[src/rtl/wct_pkg.sv]
package wct_pkg;
  typedef enum logic [1:0] {
    K_WAIT_EVT = 2'd0,
    K_WAIT_INT = 2'd1,
    K_HYP_CALL = 2'd2,
    K_MON_CALL = 2'd3
  } kind_e;

  typedef enum logic [1:0] {
    RES_EXEC  = 2'd0,
    RES_UNDEF = 2'd1,
    RES_NOP   = 2'd2,
    RES_TRAP  = 2'd3
  } res_e;

  localparam int unsigned EL_W = 2;
endpackage

[src/rtl/wct_wait_eval.sv]
module wct_wait_eval
  import wct_pkg::*;
(
  input  logic is_evt,
  input  logic trap_evt_en,
  input  logic trap_int_en,
  input  logic in_monitor,
  input  logic would_sleep,
  input  logic lower_trap,
  output res_e res
);
  logic sel_en;
  logic qualified;

  always_comb begin
    sel_en    = is_evt ? trap_evt_en : trap_int_en;
    qualified = would_sleep && !lower_trap && !in_monitor;
    res       = (sel_en && qualified) ? RES_TRAP : RES_EXEC;
  end
endmodule

[src/rtl/wct_hyp_eval.sv]
module wct_hyp_eval
  import wct_pkg::*;
#(
  parameter bit EL2_NOP = 1'b1
) (
  input  logic [EL_W-1:0] cur_el,
  input  logic            non_secure,
  input  logic            hvc_en,
  output res_e            res
);
  localparam res_e EL2_OFF_RES = EL2_NOP ? RES_NOP : RES_UNDEF;

  always_comb begin
    res = RES_UNDEF;
    if (non_secure) begin
      unique case (cur_el)
        2'd1:    res = hvc_en ? RES_EXEC : RES_UNDEF;
        2'd2:    res = hvc_en ? RES_EXEC : EL2_OFF_RES;
        default: res = RES_UNDEF;
      endcase
    end
  end
endmodule

[src/rtl/wct_mon_eval.sv]
module wct_mon_eval
  import wct_pkg::*;
#(
  parameter bit SEC_NOP = 1'b0
) (
  input  logic is_el0,
  input  logic non_secure,
  input  logic smc_dis,
  output res_e res
);
  localparam res_e SEC_OFF_RES = SEC_NOP ? RES_NOP : RES_UNDEF;

  always_comb begin
    if (is_el0)          res = RES_UNDEF;
    else if (!smc_dis)   res = RES_EXEC;
    else if (non_secure) res = RES_UNDEF;
    else                 res = SEC_OFF_RES;
  end
endmodule

[src/rtl/wait_call_trap_decider.sv]
module wait_call_trap_decider
  import wct_pkg::*;
#(
  parameter bit HVC_EL2_NOP = 1'b1,
  parameter bit SMC_SEC_NOP = 1'b0
) (
  input  logic       clk,
  input  logic       rst_n,
  input  logic [1:0] instr_kind,
  input  logic [1:0] cur_el,
  input  logic       in_monitor,
  input  logic       non_secure,
  input  logic       cond_pass,
  input  logic       would_sleep,
  input  logic       lower_trap,
  input  logic       trap_evt_en,
  input  logic       trap_int_en,
  input  logic       hvc_en,
  input  logic       smc_dis,
  output logic [1:0] res_code
);
  kind_e kind;
  res_e  wait_res, hyp_res, mon_res;
  res_e  res_d, res_q;
  logic  res_en;

  assign kind = kind_e'(instr_kind);

  wct_wait_eval i_wait (
    .is_evt      (kind == K_WAIT_EVT),
    .trap_evt_en (trap_evt_en),
    .trap_int_en (trap_int_en),
    .in_monitor  (in_monitor),
    .would_sleep (would_sleep),
    .lower_trap  (lower_trap),
    .res         (wait_res)
  );

  wct_hyp_eval #(.EL2_NOP(HVC_EL2_NOP)) i_hyp (
    .cur_el     (cur_el),
    .non_secure (non_secure),
    .hvc_en     (hvc_en),
    .res        (hyp_res)
  );

  wct_mon_eval #(.SEC_NOP(SMC_SEC_NOP)) i_mon (
    .is_el0     (cur_el == 2'd0),
    .non_secure (non_secure),
    .smc_dis    (smc_dis),
    .res        (mon_res)
  );

  // next-state selection
  always_comb begin
    res_en = 1'b1;
    if (!cond_pass) begin
      res_d = RES_EXEC;
    end else begin
      unique case (kind)
        K_WAIT_EVT, K_WAIT_INT: res_d = wait_res;
        K_HYP_CALL:             res_d = hyp_res;
        default:                res_d = mon_res;
      endcase
    end
  end

  // outcome register
  always_ff @(posedge clk or negedge rst_n) begin
    if (!rst_n)      res_q <= RES_EXEC;
    else if (res_en) res_q <= res_d;
  end

  assign res_code = res_q;
endmodule

[config.mk]
export PLATFORM = sky130hd
export DESIGN_NAME = wait_call_trap_decider
export DESIGN_NICKNAME = d
export VERILOG_FILES = /design/src/rtl/wct_pkg.sv /design/src/rtl/wct_wait_eval.sv /design/src/rtl/wct_hyp_eval.sv /design/src/rtl/wct_mon_eval.sv /design/src/rtl/wait_call_trap_decider.sv
export SDC_FILE = /design/constraint.sdc
export NUM_CORES = 1
export LEC_CHECK = 0
export CORE_AREA = 2 2 39 41
export CTS_BUF_LIST = sky130_fd_sc_hd__clkbuf_4 sky130_fd_sc_hd__clkbuf_8
export CTS_CLUSTER_SIZE = 10
export DETAILED_ROUTE_END_ITERATION = 6
export DIE_AREA = 0 0 41 43
export DONT_BUFFER_PORTS = 1
export PLACE_DENSITY_LB_ADDON = 0.05
export SLEW_MARGIN = 20
export SYNTH_ARGS = -nofsm -noshare
export SYNTH_HDL_FRONTEND = slang
export SYNTH_SLANG_ARGS = --single-unit
[constraint.sdc]
create_clock -name clk -period 0.9 [get_ports clk]
set_clock_uncertainty 0.1 [all_clocks]
set_input_delay 0.045 -clock clk [delete_from_list [all_inputs] [get_ports clk]]
set_output_delay 0.045 -clock clk [all_outputs]
set_load 0.1 [all_outputs]
==> metrics.md <==
| Metric | Value |
|---|---|
| DRT iter0 DRCs | 3 |
| Mapped cell area | 186.4 µm² |
| Synthesized flop and latch total | 2 |
| Ports | 17 |
| Post-Syn Instances | 20 |
| Max reg flops | 2 |
| Power per standard cell area | between 1000 and 1500 mW/mm² |
| Post-Place Worst Slack | -0.2206 ns |
| First-pass DRT Iterations | 4 |
| Crit path launch type | register |
| Largest net degree at the start of global routing | 5 |
| Die H | roughly 43 µm |
| Fin Hold WS | -0.1156 ns |
| WL final | ~470 µm |
| Total grt overflow | 0 |
| H-tree Lvls | 1 |
| Hold Path Class | input pin to register |
| Post-cts sizing count | 0 |
| Area delta synth->final | 69.13% |
| Min-delay src | instr_kind[1] |
| Syn Area/Cell | slightly above 9 µm² |
| CP top delay family | flip-flops |
| Die footprint | about 0.0018 mm² |
| Status | finished, violations left |
| Multi-input gate area | between 100 and 150 µm² |
| Avg WL per Cell | 10.26 µm |
| Pleak | about 0.15 nW |
| Avg Vias per Cell | roughly 3.8 |
| Register area share after synthesis | a little over a quarter |
| CTS buffer count | 3 |
| Vias | 173 |
| Final cycle utilization of the critical path | 104.4% |
| Worst-Margin Slew | about 0.24 ns |
| Worst setup path startpoint | res_code[0] |
| Clock transition at path regs | about 0.040 ns |
| DRC | 0 |
| Most frequent cells in the layout | 4 x clkbuf_4, 3 x inv_1, 3 x nand2_1, 3 x ha_1, 3 x dlygate4sd3_1 |
| Max rail drop VDD | 0.0003518 V |
| Critical path's slowest cell | dfrtp_2 |
| Worst Path Max Fanout | 1 |
| Fillcell total | 151 |
| Area occupied by registers | 51.30 µm² |
| Busiest grt layer | met4 |
| Global Route met3 Usage | under 10% |
| Clock Tree Root | clkbuf_4 |
| Routability Congestion | around 0.60 |
| Fin util | a little under a quarter |
| Post-route ant nets | 0 |
| Hpwl dp | 395.5 µm |
| CP Capture Type | output port |
| CP Data Arrival Time | a little under 0.8 ns |
| All-layer global routing usage | between 6 and 7% |
| Failing checks | hold timing, setup timing |
| Vias in the first global route | a little under 200 |
| Final Hold Fails | 2 |
| Clk sink count | 2 |
| Final setup viols | 2 |
| Initial antenna violation count | 0 |
| Commonest non-fill, non-tap cell in the layout | clkbuf_4 |
| Number of max-cap violations | 0 |
| Slew Limit Fails | 0 |
| Synthesized Nets | 38 |
| # hold bufs at CTS | 3 |
| Setup TNS | -0.06485 ns |
| GRT met1 Usage | approximately 5.1% |
| Largest buffer count on any clock path | 2 |
| Core Rows | 14 |
| WS Path Type | register to output port |
| RSZ-0062 raised after global routing | yes |
| First-pass GRT wire length | 648 µm |
| Max incr delay on CP | approximately 0.40 ns |
| WP data required | roughly 0.75 ns |
| Relative slew margins | about 83% |
| CP Cell Sequence | buf_12 |
| Final worst setup slack | -0.03988 ns |
| Met2 Use GR | 8.125% |
| Buf+Inv Stages, Crit Path | 1 |
| Setup Fix Bufs, Post-CTS | 0 |
| Area of the core | ~0.0014 mm² |
| CTS tree | done |
| Synth warn | 0 |
| Layout cells sized above 1 | between 30% and 40% |
| Final nets | about 50 |
| Die X | just over 40 µm |
| Highest Clock Rate | roughly 1.1 GHz |
| Number of diodes | 0 |
| Library cells used by synthesis | 13 |
| Initial core utilization | approximately 13% |
| Port bufs | 0 |
| Fin crit period | between 0.9 and 1 ns |
metrics by stage:
| stage | std cells | total power, W | hold slack [ns] | area, µm² |
|---|---|---|---|---|
| after global routing | 46 | 0.0004772 | -0.1152 | 315.3 |
| after CTS | 46 | 0.0004551 | -0.1213 | 315.3 |
| after global placement | 39 | 0.0001770 | -0.3505 | 255.2 |
| after floorplan | 20 | 0.0001516 | -0.3506 | 187.7 |
| final | 46 | 0.0004420 | -0.1156 | 315.3 |
| after detailed placement | 39 | 0.0001771 | -0.3505 | 255.2 |
cell type report:
cell class / count / share of cell area, %
Multi-Input combinational cell: 15 / 39.68
Timing Repair Buffer: 6 / 24.60
Sequential cell: 2 / 16.27
Clock buffer: 4 / 9.524
Tap cell: 16 / 6.349
Inverter: 3 / 3.571
power breakdown:
part,internal (W),leakage (nW),total (W),switching [W]
Clock,0.000195,0.0184,0.000255,0.0000595
Sequential,0.0000945,0.0256,0.0000972,0.00000269
Combinational,0.0000444,0.101,0.0000899,0.0000455
Total,0.000334,0.145,0.000442,0.000108
worst paths after layout:
path                                to  depth (start not counted)
worst max-delay path       res_code[0]                          1
worst min-delay path       res_code[0]                          2
max in group asynchronous  res_code[0]                          2
min in group asynchronous  res_code[0]                          2
Yosys cell counts:
master	number	share of area, %
mux2_2	1	6.0
o31ai_1	1	4.0
dfrtp_1	2	27
nand2b_4	1	7.4
or4_1	1	4.0
o21ai_0	1	2.7
nand2_1	3	6.0
a21oi_1	1	2.7
mux2i_1	1	5.4
inv_1	3	6.0
a21boi_1	1	4.0
ha_1	3	20
nor4b_1	1	4.7
logic make-up after synthesis:
group / after synthesis / synth area share (%)
muxes: 2 / 11.41
adders and majority gates: 3 / 20.14
AOI/OAI and AO/OA: 4 / 13.42
and+or+nand+nor: 6 / 22.15
DFF: 2 / 26.85
buffers and inverters: 3 / 6.040
metal layers:
metal / share of wire (%) / up-vias
met4: 0 / 0
li1: - / 89
met1: 35 / 76
met2: 53 / 8
met5: 0 / -
met3: 13 / 0
No activity file was read; power rests on OpenSTA's default activity.
